File: src/rtl/irq_dest_pkg.sv
package irq_dest_pkg;
  localparam int MODE_W = 3;
  localparam logic [MODE_W-1:0] DM_FIXED  = 3'd0;
  localparam logic [MODE_W-1:0] DM_LOWEST = 3'd1;
endpackage

File: src/rtl/irq_dest_resolve.sv
module irq_dest_resolve #(
  parameter int N_TGT = 8,
  parameter int ID_W  = 8
) (
  input  logic [ID_W-1:0]       dest,
  input  logic                  logical,
  input  logic [N_TGT-1:0]      present,
  input  logic [N_TGT*ID_W-1:0] phys_id,
  input  logic [N_TGT*ID_W-1:0] log_id,
  output logic [N_TGT-1:0]      mask
);
  localparam logic [ID_W-1:0] BCAST = '1;

  logic [N_TGT-1:0] phys_mask;
  logic [N_TGT-1:0] log_mask;

  // physical: broadcast or first present match only
  always_comb begin
    logic found;
    found     = 1'b0;
    phys_mask = '0;
    if (dest == BCAST) begin
      phys_mask = present;
    end else begin
      for (int i = 0; i < N_TGT; i++) begin
        if (!found && present[i] && phys_id[i*ID_W +: ID_W] == dest) begin
          phys_mask[i] = 1'b1;
          found        = 1'b1;
        end
      end
    end
  end

  // logical: zero destination hits nobody, otherwise overlap test
  generate
    for (genvar g = 0; g < N_TGT; g++) begin : g_log
      assign log_mask[g] = present[g] && (dest != '0) &&
                           ((dest & log_id[g*ID_W +: ID_W]) != '0);
    end
  endgenerate

  assign mask = logical ? log_mask : phys_mask;

  always_comb begin
    if (!logical && dest != BCAST)
      AST_PHYS_FIRST_ONLY: assert ($onehot0(phys_mask));
    if (logical && dest == '0)
      AST_LOG_ZERO_NONE: assert (mask == '0);
    AST_ONLY_PRESENT: assert ((mask & ~present) == '0);
  end
endmodule

File: src/rtl/irq_lowpri_pick.sv
module irq_lowpri_pick #(
  parameter int N_TGT  = 8,
  parameter int PRIO_W = 4
) (
  input  logic [N_TGT-1:0]        cand,
  input  logic [N_TGT*PRIO_W-1:0] prio,
  output logic [N_TGT-1:0]        winner
);
  localparam int IDX_W = (N_TGT > 1) ? $clog2(N_TGT) : 1;

  always_comb begin
    logic              have;
    logic [PRIO_W-1:0] best;
    logic [IDX_W-1:0]  best_idx;
    have     = 1'b0;
    best     = '0;
    best_idx = '0;
    // strict less-than keeps the lower index on a tie
    for (int i = 0; i < N_TGT; i++) begin
      if (cand[i] && (!have || prio[i*PRIO_W +: PRIO_W] < best)) begin
        have     = 1'b1;
        best     = prio[i*PRIO_W +: PRIO_W];
        best_idx = IDX_W'(i);
      end
    end
    winner = '0;
    if (have) winner[best_idx] = 1'b1;
  end

  always_comb begin
    AST_LP_ONE_WINNER: assert ($onehot0(winner));
    AST_LP_FROM_CAND: assert ((winner & ~cand) == '0);
    if (cand != '0)
      AST_LP_NONEMPTY: assert (winner != '0);
  end
endmodule

File: src/rtl/irq_dispatch_seq.sv
module irq_dispatch_seq #(
  parameter int N_TGT = 8,
  parameter int VEC_W = 8
) (
  input  logic             clk,
  input  logic             rst_n,
  input  logic             load,
  input  logic [N_TGT-1:0] load_mask,
  input  logic [VEC_W-1:0] load_vector,
  input  logic             load_trig,
  output logic             idle,
  output logic             out_valid,
  input  logic             out_ready,
  output logic [N_TGT-1:0] out_tgt,
  output logic [VEC_W-1:0] out_vector,
  output logic             out_trig
);
  logic [N_TGT-1:0] pend_q;
  logic [VEC_W-1:0] vec_q;
  logic             trig_q;
  logic             fire;

  assign out_valid  = (pend_q != '0);
  assign idle       = !out_valid;
  assign out_tgt    = pend_q & (~pend_q + N_TGT'(1));
  assign out_vector = vec_q;
  assign out_trig   = trig_q;
  assign fire       = out_valid && out_ready;

  always_ff @(posedge clk or negedge rst_n) begin
    if (!rst_n) begin
      pend_q <= '0;
      vec_q  <= '0;
      trig_q <= 1'b0;
    end else if (load) begin
      pend_q <= load_mask;
      vec_q  <= load_vector;
      trig_q <= load_trig;
    end else if (fire) begin
      pend_q <= pend_q & ~out_tgt;
    end
  end

  AST_BEAT_ONEHOT: assert property (@(posedge clk) disable iff (!rst_n)
    out_valid |-> $onehot(out_tgt));
  AST_ASCENDING: assert property (@(posedge clk) disable iff (!rst_n)
    (fire && !load) |=> (!out_valid || out_tgt > $past(out_tgt)));
  AST_STALL_HOLD: assert property (@(posedge clk) disable iff (!rst_n)
    (out_valid && !out_ready) |=> (out_valid && $stable(out_tgt) &&
                                   $stable(out_vector) && $stable(out_trig)));
  AST_NO_LOAD_BUSY: assert property (@(posedge clk) disable iff (!rst_n)
    out_valid |-> !load);
endmodule

File: src/rtl/irq_dest_dispatch.sv
module irq_dest_dispatch
  import irq_dest_pkg::*;
#(
  parameter int N_TGT  = 8,
  parameter int ID_W   = 8,
  parameter int VEC_W  = 8,
  parameter int PRIO_W = 4
) (
  input  logic                    clk,
  input  logic                    rst_n,
  input  logic                    req_valid,
  output logic                    req_ready,
  input  logic [ID_W-1:0]         req_dest,
  input  logic                    req_logical,
  input  logic [MODE_W-1:0]       req_mode,
  input  logic [VEC_W-1:0]        req_vector,
  input  logic                    req_trig,
  input  logic [N_TGT-1:0]        tgt_present,
  input  logic [N_TGT*ID_W-1:0]   tgt_phys_id,
  input  logic [N_TGT*ID_W-1:0]   tgt_log_id,
  input  logic [N_TGT*PRIO_W-1:0] tgt_prio,
  output logic                    busy,
  output logic                    out_valid,
  input  logic                    out_ready,
  output logic [N_TGT-1:0]        out_tgt,
  output logic [VEC_W-1:0]        out_vector,
  output logic                    out_trig
);
  logic [N_TGT-1:0] cand;
  logic [N_TGT-1:0] lp_sel;
  logic [N_TGT-1:0] launch;
  logic             idle;
  logic             accept;

  irq_dest_resolve #(.N_TGT(N_TGT), .ID_W(ID_W)) u_resolve (
    .dest    (req_dest),
    .logical (req_logical),
    .present (tgt_present),
    .phys_id (tgt_phys_id),
    .log_id  (tgt_log_id),
    .mask    (cand)
  );

  irq_lowpri_pick #(.N_TGT(N_TGT), .PRIO_W(PRIO_W)) u_pick (
    .cand   (cand),
    .prio   (tgt_prio),
    .winner (lp_sel)
  );

  always_comb begin
    unique case (req_mode)
      DM_FIXED:  launch = cand;
      DM_LOWEST: launch = lp_sel;
      default:   launch = '0;
    endcase
  end

  assign accept    = req_valid && req_ready;
  assign req_ready = idle;
  assign busy      = !idle;

  irq_dispatch_seq #(.N_TGT(N_TGT), .VEC_W(VEC_W)) u_seq (
    .clk         (clk),
    .rst_n       (rst_n),
    .load        (accept),
    .load_mask   (launch),
    .load_vector (req_vector),
    .load_trig   (req_trig),
    .idle        (idle),
    .out_valid   (out_valid),
    .out_ready   (out_ready),
    .out_tgt     (out_tgt),
    .out_vector  (out_vector),
    .out_trig    (out_trig)
  );

  AST_BUSY_BLOCKS: assert property (@(posedge clk) disable iff (!rst_n)
    busy |-> !req_ready);
  AST_DROP_MODE: assert property (@(posedge clk) disable iff (!rst_n)
    (accept && req_mode != DM_FIXED && req_mode != DM_LOWEST) |=> !busy);
  AST_EMPTY_IDLE: assert property (@(posedge clk) disable iff (!rst_n)
    (accept && cand == '0) |=> (req_ready && !out_valid));
  AST_LP_SINGLE_BEAT: assert property (@(posedge clk) disable iff (!rst_n)
    (accept && req_mode == DM_LOWEST) ##1 (out_valid && out_ready) |=> !busy);
endmodule

File: config.mk
export PLATFORM = sky130hd
export DESIGN_NAME = irq_dest_dispatch
export DESIGN_NICKNAME = d
export VERILOG_FILES = /design/src/rtl/irq_dest_pkg.sv /design/src/rtl/irq_dest_resolve.sv /design/src/rtl/irq_lowpri_pick.sv /design/src/rtl/irq_dispatch_seq.sv /design/src/rtl/irq_dest_dispatch.sv
export SDC_FILE = /design/constraint.sdc
export NUM_CORES = 1
export LEC_CHECK = 0
export BUFFER_PORTS_ARGS = -buffer_cell sky130_fd_sc_hd__buf_2
export CORE_AREA = 8 8 96 98
export DETAILED_ROUTE_END_ITERATION = 8
export DIE_AREA = 0 0 104 106
export PLACE_DENSITY_LB_ADDON = 0.25
export REMOVE_ABC_BUFFERS = 1
export SYNTH_ARGS = -nofsm -noshare
export SYNTH_HDL_FRONTEND = slang
export SYNTH_HIERARCHICAL = 1
export SYNTH_SLANG_ARGS = --single-unit
File: constraint.sdc
create_clock -name clk -period 6.43 [get_ports clk]
set_clock_uncertainty 0.15 [all_clocks]
set_input_delay 0 -clock clk [delete_from_list [all_inputs] [get_ports clk]]
set_output_delay 0 -clock clk [all_outputs]
set_load 0.02 [all_outputs]
==> summary.md, run 1 <==
| Metric | Value |
|---|---|
| Status | finished, violations left |
| Failing checks | negative setup slack |
| Slew Limit Fails | 0 |
| Post-synthesis xor/xnor area fraction | 15.3% |
| FF-to-FF End | u_seq/pend_q[5] |
| Die ar. | roughly 11000 um2 |
| Share of layout cells above drive strength 1 | between 60% and 70% |
| Total Wirelength | about 23 mm |
| Top Family by Delay on Critical Path | compound AO/OA/AOI/OAI gates |
| GPL Wtd Cong | 0.944 |
| Port Buffers | 212 |
| DP Worst Slack | -5900 ps |
| Via density | 6.30 |
| Area growth syn-to-layout | 84.8% |
| Startpoint Class | input port |
| Hold Path Class | in2async |
| CP required | 6450 ps |
| Post-Synth Adder-Cell Area | 7.19% |
| # setup viols final | 8 |
| Comb pwr share | 78.9% |
| DRC viols | 0 |
| CP Buf/Inv Count | 10 |
| Slowest CP cell | or4_4 |
| Slack of the worst reg-to-reg path | 3200 ps |
| Post-route insts no fill | 942 |
| Main combinational cell family by area after synthesis | compound AO/OA/AOI/OAI gates |
| Total power | 0.00107 W |
| Worst setup path class | in2reg |
| Root Driver | clkbuf_8 |
| Setup WS post-layout | -6140 ps |
| Synth cell types | 73 |
| Final nets | 1051 |
| Max incr delay on CP | around 540 ps |
| Gr ovfl total | 0 |
| Peak Freq | 0.0796 GHz |
| Cell Area, Synth | 3650 um2 |
| First-pass GRT wire length | slightly below 30 mm |
| Power Density | 158 nW/um2 |
| Vias in the first global route | around 6000 |
| RR Startpoint | u_seq/pend_q[5] |
| Max Cap Viol | 0 |
| Largest net degree at the start of global routing | 25 |
| Main synth FF type | dfrtp_1 |
| Row count | 33 |
| DRT Pass-1 Iters | 8 |
| Post-Synthesis Cells | 456 |
| Nature of the critical path endpoint | flop |
| Sequential share of power | a little over an eighth |
| Clock sink total | 17 |
| Clock Tree Buf Depth | 2 |
| Die height | 106 um |
| Hold slack final | approximately 38 ps |
| Clock network fraction of total power | 8.1% |
| Final Util | 86.0% |
| FF-to-FF path depth | 6 |
| CP max FO | 6 |
| Switch Pwr | about 0.00047 W |
| Post-DRT Antenna Nets | 0 |
| WL/cell | 23.9 um |
| Worst-path clk slew | around 70 ps |
| Most frequent CP cell | ha_4 |
| Total track usage | about a third |
| Synthesized area per cell | 8.01 um2 |
| Area of the multi-input gates | 3460 um2 |
| FF+latch area | 425 um2 |
| Sequential area share after synthesis | 11.6% |
| YS warnings | 6 |
| Later-pin clock latency in the skew report | 270 ps |
| P_int | 0.000593 W |
| CTS tree | done |
| Antenna violations before repair | 1 |
| Initial DRC count | ~570 |
| Yosys reg bits | 17 |
| Fin crit period | 12570 ps |
| Die W | 104 um |
| RSZ-0062 raised after global routing | true |
| Inst Count DP | 861 |
| Synth Area in Compound Gates | 27.4% |
| Period utilization | 195% |
| Layout fillers | between 400 and 500 |
| LEAKAGE | 3.34 nW |
| Multiplexer share of the synthesized area | 9.35% |
| Htree depth | 1 |
| Async S/R FF share, synth | 100% |
| DPL Wire Length | 13.3 mm |
| Final Hold Viols | 0 |
| WP data arrival | 12590 ps |
| Vias post-DR | 5933 |
| Initial Util | a little under half |
| Slew HR | 34.3% |
| Core Box Area | 7850 um2 |
| Post-Synth Simple-Gate Area | 21.5% |
| Slew @ Worst Pin | between 900 and 1000 ps |
| Post-synth EDFFs | 0 |
| Switching part of the total | 44.4% |
| Ports | 213 |
| CTS Buf Count | 3 |
| Peak VDD IR | 0.0965 mV |
how the worst max path moves through the flow:
stage,start,end,slack [ps],depth (start not counted)
after global placement,req_dest[2],u_seq/pend_q[5],-5290,62
after CTS,req_dest[4],u_seq/pend_q[5],-4460,60
final,req_dest[4],u_seq/pend_q[0],-6140,61
after global routing,req_dest[2],u_seq/pend_q[0],-6180,60
after detailed placement,req_dest[2],u_seq/pend_q[5],-5900,60
after floorplan,req_dest[7],u_seq/pend_q[5],-5610,57
metrics by stage:
step	instance area (um2)	TNS (ps)
6_report	6750	-46280
5_1_grt	6750	-48080
4_1_cts	6390	-35050
3_5_place_dp	5530	-46070
3_3_place_gp	5530	-41800
2_1_floorplan	3470	-43680
worst reg2reg max path: stages (launching register included):
cell and delay [ps]:
dfrtp_1 480, or4_4 580, or3b_4 450, inv_1 120
and2_1 790, mux2_2 420, o31a_1 120
synthesized netlist by cell type, drive strengths merged (3+ instances only):
library cell	count	share of area, %
o211ai	6	1.2
a31oi	13	2.8
or4	6	1.6
nand2	26	2.7
xor2	46	11
o31ai	4	0.82
a221oi	8	1.9
inv	25	2.6
nand3	8	1.1
a211oi	3	0.75
o21a	8	1.6
o21bai	4	0.82
a22oi	16	3.3
nor2	25	2.6
ha	21	7.2
dfrtp	17	12
xnor2	18	4.3
or3	5	0.99
and2	3	0.51
nand2b	8	1.4
buf	23	4.6
nor3	15	2.2
mux2i	15	4.1
nor3b	3	0.62
nor4	14	2.6
mux2	17	5.2
nand4	11	1.9
clkbuf	4	0.41
o21ai	25	3.7
a21o	3	0.62
a22o	8	1.9
a21oi	13	1.8
or2	3	0.51
power groups by stage:
| stage | registers [W] | clock network (W) | logic, W |
|---|---|---|---|
| after global placement | 0.000136 | 0 | 0.000529 |
| after global routing | 0.000140 | 0.0000926 | 0.000874 |
| after CTS | 0.000135 | 0.0000829 | 0.000686 |
| after floorplan | 0.000158 | 0 | 0.000260 |
| after detailed placement | 0.000137 | 0 | 0.000541 |
| final | 0.000138 | 0.0000862 | 0.000842 |
cell families after synthesis:
logic type               Yosys count
buffers and inverters             52
XOR/XNOR                          64
AND/OR/NAND/NOR                  138
adder cells (fa/ha/maj)           21
multiplexers                      32
AO/OA/AOI/OAI                    132
flip-flops                        17
per-layer routing:
layer / vias to the layer above / GRT usage (%) / wire (um)
met4: 0 / 19.9 / 1890
li1: 2476 / - / -
met1: 2683 / 32.5 / 7230
met2: 570 / 59.4 / 10900
met5: - / 0 / 0
met3: 204 / 7.50 / 2550
flip-flops by register name, indices dropped and copies added (netlist names):
name              count
u_seq/pend_q          8
u_seq/out_trig        1
u_seq/out_vector      8
cell usage in the layout, fill, tap and decap left out, types with 6 or more instances in the layout:
cell type and count:
nand2_1 22, nor4_1 10, o21ai_1 19, dlygate4sd3_1 11, o211ai_1 6, dfrtp_1 17, a22o_1 8, nor2_1 18
ha_1 8, buf_6 11, xnor2_1 18, buf_4 172, nand2b_1 6, mux2_4 6, a31oi_1 10, mux2_2 10
xor2_1 44, nand4_1 11, ha_4 10, nor3_1 12, a21oi_1 6, mux2i_1 12, a221oi_1 7, inv_1 21
buf_2 207, a22oi_1 16
what timing repair did:
item,in CTS,in global routing
pin swaps,47,21
setup buffers,46,19
endpoints found under the hold margin,29,0
hold buffers,11,0
resized for setup,79,45
setup endpoints to repair,8,8
final cells by class:
type	instances	share of cell area (%)
multi-input cells	387	51.3
repair buffers	403	38.4
flip-flops and latches	17	6.30
well taps	105	1.95
inverters	25	1.39
clock buffers	3	0.612
clock inverters	1	0.0741
diodes	1	0.0371
Note: power is estimated with default switching activity, not from simulation.
==> inputs of run 2 (changes only) <==
--- a/config.mk
+++ b/config.mk
@@ -5,10 +5,11 @@
 export SDC_FILE = /design/constraint.sdc
 export NUM_CORES = 1
 export LEC_CHECK = 0
+export ABC_AREA = 1
 export BUFFER_PORTS_ARGS = -buffer_cell sky130_fd_sc_hd__buf_2
-export CORE_AREA = 8 8 96 98
+export CORE_AREA = 8 8 97 99
 export DETAILED_ROUTE_END_ITERATION = 8
-export DIE_AREA = 0 0 104 106
+export DIE_AREA = 0 0 105 107
 export PLACE_DENSITY_LB_ADDON = 0.25
 export REMOVE_ABC_BUFFERS = 1
 export SYNTH_ARGS = -nofsm -noshare
==> summary.md, run 2 <==
| Metric | Value |
|---|---|
| Status | finished, violations left (unchanged) |
| Failing checks | negative setup slack (unchanged) |
| DRC viols | 0 (unchanged) |
| Later-pin clock latency in the skew report | 250 ps (was 270 ps) |
| Area growth syn-to-layout | 71.5% (was 84.8%) |
| DPL Wire Length | 13.5 mm (was 13.3 mm) |
| DP Worst Slack | -2030 ps (was -5900 ps) |
| Slew Limit Fails | 0 (unchanged) |
| Slack of the worst reg-to-reg path | 3710 ps (was 3200 ps) |
| Max Cap Viol | 0 (unchanged) |
| DRT Pass-1 Iters | 7 (was 8) |
| Final nets | 1189 (was 1051) |
| Clock Tree Buf Depth | 2 (unchanged) |
| Clock network fraction of total power | 8.3% (was 8.1%) |
| Setup crit end | u_seq/pend_q[3] (was u_seq/pend_q[0]) |
| Worst-path clk slew | 70 ps (about the same) |
| LEAKAGE | 3.67 nW (was 3.34 nW) |
| Peak Freq | 0.125 GHz (was 0.0796 GHz) |
| Setup TNS | -11950 ps (was -46280 ps) |
| Diode count | 0 (was 1) |
| P_int | 0.000487 W (was 0.000593 W) |
| Commonest non-fill, non-tap cells in the layout | nand2_1, buf_2, buf_4 (was buf_2, buf_4, xor2_1) |
| Sequential area share after synthesis | 11.2% (was 11.6%) |
| Largest net degree at the start of global routing | 23 (was 25) |
| CTS tree | done (unchanged) |
| FF-to-FF path depth | 10 (was 6) |
| Core Box Area | 7930 um2 (was 7850 um2) |
| Fin crit period | 7970 ps (was 12570 ps) |
| YS warnings | 6 (unchanged) |
| Hold Path Class | in2async (unchanged) |
| WL/cell | 17.1 um (was 23.9 um) |
| Port Buffers | 212 (unchanged) |
| Initial Util | 47.8% (was 46.6%) |
| Vias in the first global route | 5881 (was 6084) |
| Vias post-DR | 5913 (was 5933) |
| Power Density | 147 nW/um2 (was 158 nW/um2) |
| Setup WS post-layout | -1540 ps (was -6140 ps) |
| Cell Area, Synth | 3790 um2 (was 3650 um2) |
| # setup viols final | 8 (unchanged) |
| Clock sink total | 17 (unchanged) |
| Nature of the critical path endpoint | flop (unchanged) |
| Die W | 105 um (was 104 um) |
| GPL Wtd Cong | 0.954 (was 0.944) |
| Slowest CP cell | ha_1 (was or4_4) |
| WP data arrival | 7970 ps (was 12590 ps) |
| Initial DRC count | 398 (was 571) |
| Final Hold Viols | 0 (unchanged) |
| First-pass GRT wire length | 26.5 mm (was 29.7 mm) |
| Share of layout cells above drive strength 1 | 48.3% (was 60.4%) |
| Yosys reg bits | 17 (unchanged) |
| Post-DRT Antenna Nets | 0 (unchanged) |
| Share of the synthesized area in the top cell type | 24.5% (was 11.6%) |
| Main synth FF type | dfrtp_1 (unchanged) |
| Comb pwr share | 76.0% (was 78.9%) |
| Commonest non-fill, non-tap cell in the layout | nand2_1 (was buf_2) |
| Via density | 5.48 (was 6.30) |
| Antenna violations before repair | 0 (was 1) |
| Synthesized area per cell | 5.67 um2 (was 8.01 um2) |
| Peak VDD IR | 0.0984 mV (was 0.0965 mV) |
| CP max FO | 8 (was 6) |
| Switching part of the total | 48.9% (was 44.4%) |
| Layout fillers | 543 (was 416) |
| Slew @ Worst Pin | 676 ps (was 977 ps) |
| Switch Pwr | 0.000466 W (was 0.000474 W) |
| Synth area leaders | nand2_1, dfrtp_1, nand3_1 (was dfrtp_1, xor2_1, ha_1) |
| Row count | 33 (unchanged) |
| Total Wirelength | 18.5 mm (was 22.5 mm) |
| Post-Synthesis Cells | 668 (was 456) |
| Total track usage | 28.1% (was 32.2%) |
| Synth cell types | 44 (was 73) |
| CTS Buf Count | 3 (unchanged) |
| RSZ-0062 raised after global routing | true (unchanged) |
| Ports | 213 (unchanged) |
| Die ar. | 11200 um2 (was 11000 um2) |
| Critical Path Source | tgt_phys_id[4] (was req_dest[4]) |
| Worst setup path class | in2reg (unchanged) |
| FF-to-FF End | u_seq/pend_q[3] (was u_seq/pend_q[5]) |
| Area leader, netlist | nand2_1 (was dfrtp_1) |
| Post-synth EDFFs | 0 (unchanged) |
| RR Startpoint | u_seq/pend_q[1] (was u_seq/pend_q[5]) |
| Root Driver | clkbuf_8 (unchanged) |
| Async S/R FF share, synth | 100% (unchanged) |
| Startpoint Class | input port (unchanged) |
| Max incr delay on CP | 320 ps (was 540 ps) |
| Die height | 107 um (was 106 um) |
| Htree depth | 1 (unchanged) |
| Most common cell in the netlist | nand2_1 (was xor2_1) |
| Gr ovfl total | 0 (unchanged) |
| Commonest cells in the synthesized netlist | nand2_1, inv_1, nand3_1, nor2_1 (was xor2_1, nand2_1, inv_1, nor2_1, ha_1) |
| CP required | 6430 ps (was 6450 ps) |
| Most frequent CP cell | nand2_2 (was ha_4) |
| Period utilization | 124% (was 195%) |
| Slew HR | 54.9% (was 34.3%) |
| Sequential share of power | 15.7% (was 13.0%) |
run 2: how the worst min path moves through the flow:
stage | end | slack, ps | start | cells after the start
CTS | u_seq/pend_q[0] | 50 | req_mode[2] | 6
global placement | u_seq/pend_q[7] | -210 | rst_n | 1
finish | u_seq/out_vector[0] | 60 | rst_n | 2
floorplan | u_seq/out_trig | -450 | rst_n | 0
global route | u_seq/pend_q[5] | 100 | rst_n | 2
detailed placement | u_seq/pend_q[7] | -210 | rst_n | 1
run 2: cell families (layout without fill, tap and decap cells):
group	after synthesis	in the layout	synth area share, %
AOI/OAI and AO/OA	90	90	15.6
adders and majority gates	21	21	6.94
xor gates and xnor gates	26	26	6.01
DFF	17	17	11.2
buffers and inverters	112	418	12.5
and+or+nand+nor	402	402	47.7
run 2: final cells by class:
| cell class | instances | area (um2) | share of cell area, % |
|---|---|---|---|
| clock buffer | 4 | 45.0 | 0.693 |
| inverter | 87 | 342 | 5.26 |
| timing repair buffer | 327 | 2050 | 31.5 |
| tap | 105 | 131 | 2.02 |
| multi-input combinational | 539 | 3510 | 54.0 |
| sequential | 17 | 425 | 6.55 |
run 2: power groups by stage:
stage | Sequential [W] | Clock [W] | Combinational, W
5_1_grt | 0.000153 | 0.0000855 | 0.000782
3_3_place_gp | 0.000148 | 0 | 0.000536
4_1_cts | 0.000147 | 0.0000797 | 0.000623
6_report | 0.000149 | 0.0000793 | 0.000725
3_5_place_dp | 0.000148 | 0 | 0.000552
2_1_floorplan | 0.000177 | 0 | 0.000289
run 2: what timing repair did:
item,4_1_cts,5_1_grt
hold endpoints to repair,34,0
pin swaps,30,58
gates resized for setup,100,73
hold buffers,11,0
setup buffers,14,15
setup endpoints to repair,8,8
run 2: worst max-delay path: cells and delay by family:
| kind | cells | cell delay, ps |
|---|---|---|
| compound gates | 7 | 890 |
| buf+inv | 11 | 690 |
| fa+ha+maj | 7 | 1960 |
| simple gates | 54 | 4400 |
run 2: per-stage QoR:
step                std cells  cell area, um2  total power (W)  utilization [%]  hold slack, ps
detailed placement       1035            5400         0.000701             68.1            -206
global placement         1035            5400         0.000684             68.1            -214
global route             1079            6500          0.00102             81.9             102
finish                   1079            6500         0.000953             81.9            58.3
CTS                      1064            6010         0.000850             75.9            50.7
floorplan                 643            3640         0.000466                -            -446
run 2: per-layer routing:
layer  part of all wire [%]  vias to the layer above  wire length [um]  global-route usage, %
met5                      0                        -                 0                      0
li1                       -                     2776                 -                      -
met4                    5.4                        0              1000                   12.1
met1                     35                     2693              6490                   28.1
met2                     52                      347              9600                   55.0
met3                    7.5                       97              1390                   5.82
==> inputs of run 3 (changes only) <==
--- a/config.mk
+++ b/config.mk
@@ -8,6 +8,7 @@
 export ABC_AREA = 1
 export BUFFER_PORTS_ARGS = -buffer_cell sky130_fd_sc_hd__buf_2
 export CORE_AREA = 8 8 97 99
+export CTS_BUF_LIST = sky130_fd_sc_hd__clkbuf_16
 export DETAILED_ROUTE_END_ITERATION = 8
 export DIE_AREA = 0 0 105 107
 export PLACE_DENSITY_LB_ADDON = 0.25
==> summary.md, run 3 (same netlist as run 2, synthesis figures left out) <==
| Metric | Value |
|---|---|
| Die height | 107 um (unchanged) |
| Final Hold Viols | 0 (unchanged) |
| Commonest non-fill, non-tap cell in the layout | nand2_1 (unchanged) |
| Fin crit period | 7820 ps (was 7970 ps) |
| Sequential share of power | 15.4% (was 15.7%) |
| Die ar. | 11200 um2 (unchanged) |
| Total track usage | 28.1% (about the same) |
| Worst-path clk slew | 50 ps (was 70 ps) |
| Post-DRT Antenna Nets | 0 (unchanged) |
| WP data arrival | 7860 ps (was 7970 ps) |
| Hold slack final | 58.2 ps (was 58.3 ps) |
| Clock Tree Buf Depth | 2 (unchanged) |
| Peak VDD IR | 0.0983 mV (was 0.0984 mV) |
| Antenna violations before repair | 0 (unchanged) |
| CP required | 6470 ps (was 6430 ps) |
| Final nets | 1186 (was 1189) |
| DRT Pass-1 Iters | 5 (was 7) |
| FF+latch area | 425 um2 (unchanged) |
| Row count | 33 (unchanged) |
| Area growth syn-to-layout | 67.3% (was 71.5%) |
| Clock sink total | 17 (unchanged) |
| DPL Wire Length | 13.5 mm (unchanged) |
| Htree depth | 1 (unchanged) |
| Nature of the critical path endpoint | flop (unchanged) |
| Power Density | 153 nW/um2 (was 147 nW/um2) |
| CP max FO | 8 (unchanged) |
| Ports | 213 (unchanged) |
| Share of layout cells above drive strength 1 | 45.9% (was 48.3%) |
| Vias post-DR | 5770 (was 5913) |
| RSZ-0062 raised after global routing | true (unchanged) |
| Slowest CP cell | ha_1 (unchanged) |
| Layout fillers | 585 (was 543) |
| Root Driver | clkbuf_16 (was clkbuf_8) |
| Final Util | 79.9% (was 81.9%) |
| Commonest non-fill, non-tap cells in the layout | nand2_1, buf_2, buf_4 (unchanged) |
| Post-route insts no fill | 1076 (was 1079) |
| Slew HR | 53.1% (was 54.9%) |
| Inst Count DP | 1035 (unchanged) |
| Clock network fraction of total power | 12.7% (was 8.3%) |
| Initial Util | 47.8% (unchanged) |
| Total Wirelength | 17.5 mm (was 18.5 mm) |
| CTS Buf Count | 3 (unchanged) |
| Later-pin clock latency in the skew report | 250 ps (about the same) |
| LEAKAGE | 3.64 nW (was 3.67 nW) |
| # setup viols final | 8 (unchanged) |
| GPL Wtd Cong | 0.954 (unchanged) |
| CTS tree | done (unchanged) |
| Gr ovfl total | 0 (unchanged) |
| Largest net degree at the start of global routing | 23 (unchanged) |
| P_int | 0.000515 W (was 0.000487 W) |
| Worst setup path class | in2reg (unchanged) |
| Peak Freq | 0.128 GHz (was 0.125 GHz) |
| Switch Pwr | 0.000457 W (was 0.000466 W) |
| First-pass GRT wire length | 26.5 mm (about the same) |
| Period utilization | 122% (was 124%) |
| Failing checks | negative setup slack (unchanged) |
| Max Cap Viol | 0 (unchanged) |
| Vias in the first global route | 5893 (was 5881) |
| Hold Path Class | in2async (unchanged) |
| Setup TNS | -10590 ps (was -11950 ps) |
| Diode count | 0 (unchanged) |
| Setup WS post-layout | -1390 ps (was -1540 ps) |
| Slew @ Worst Pin | 703 ps (was 676 ps) |
| Most frequent CP cell | nand2_1 (was nand2_2) |
| Switching part of the total | 47.0% (was 48.9%) |
| DRC viols | 0 (unchanged) |
| Core Box Area | 7930 um2 (unchanged) |
| Status | finished, violations left (unchanged) |
| Port Buffers | 212 (unchanged) |
| Startpoint Class | input port (unchanged) |
| Comb pwr share | 72.0% (was 76.0%) |
| Area of the multi-input gates | 3380 um2 (was 3510 um2) |
| Via density | 5.36 (was 5.48) |
| Slew Limit Fails | 0 (unchanged) |
| WL/cell | 16.3 um (was 17.1 um) |
| Initial DRC count | 335 (was 398) |
| Die W | 105 um (unchanged) |
| Max incr delay on CP | 340 ps (was 320 ps) |
## run 3: area by class of cell
| type | instances | share of cell area [%] |
|---|---|---|
| clock buffer | 3 | 1.19 |
| clock inverter | 1 | 0.0593 |
| inverter | 87 | 5.23 |
| multi-input combinational | 539 | 53.3 |
| sequential | 17 | 6.72 |
| tap | 105 | 2.07 |
| timing repair buffer | 324 | 31.4 |
## run 3: path summary, 6_finish.rpt
check	endpoint	cells after the start	slack [ps]	from
min in group clk	u_seq/pend_q[0]	6	60	req_mode[2]
setup reg to reg	u_seq/pend_q[4]	10	3720	u_seq/pend_q[4]
setup / recovery	u_seq/pend_q[1]	76	-1390	req_dest[0]
max in group asynchronous	u_seq/out_vector[5]	2	5790	rst_n
hold / removal	u_seq/pend_q[6]	2	60	rst_n
hold reg to reg	u_seq/out_vector[3]	2	320	u_seq/out_vector[3]
## run 3: worst max-delay path: cells and delay by family
kind,cells,cell delay (ps)
XOR/XNOR,1,150
buffers and inverters,4,250
AO/OA/AOI/OAI,7,910
AND/OR/NAND/NOR,57,4590
adder cells (fa/ha/maj),7,1900
## run 3: layer usage
| layer | global-route usage [%] | routed length (um) |
|---|---|---|
| met4 | 13.1 | 844 |
| met5 | 0 | 0 |
| met1 | 27.6 | 6050 |
| met2 | 55.5 | 9210 |
| met3 | 5.52 | 1450 |
## run 3: per-stage QoR
step | total power [W] | instance area, um2 | setup WS (ps)
floorplan | 0.000466 | 3640 | -1080
global placement | 0.000684 | 5400 | -1500
detailed placement | 0.000701 | 5400 | -2030
CTS | 0.000895 | 6050 | -738
global route | 0.00104 | 6330 | -1890
finish | 0.000972 | 6330 | -1390
## run 3: repair_timing
action,4_1_cts,5_1_grt
gates resized for setup,100,35
hold endpoints to repair,34,0
setup buffers,14,12
pin swaps,27,33
hold buffers,11,0
endpoints found under the setup margin,8,8
## run 3: power groups by stage
stage	Combinational (W)	Clock, W	Sequential (W)
2_1_floorplan	0.000289	0	0.000177
3_3_place_gp	0.000536	0	0.000148
3_5_place_dp	0.000552	0	0.000148
4_1_cts	0.000624	0.000125	0.000147
5_1_grt	0.000757	0.000128	0.000152
6_report	0.000700	0.000123	0.000149
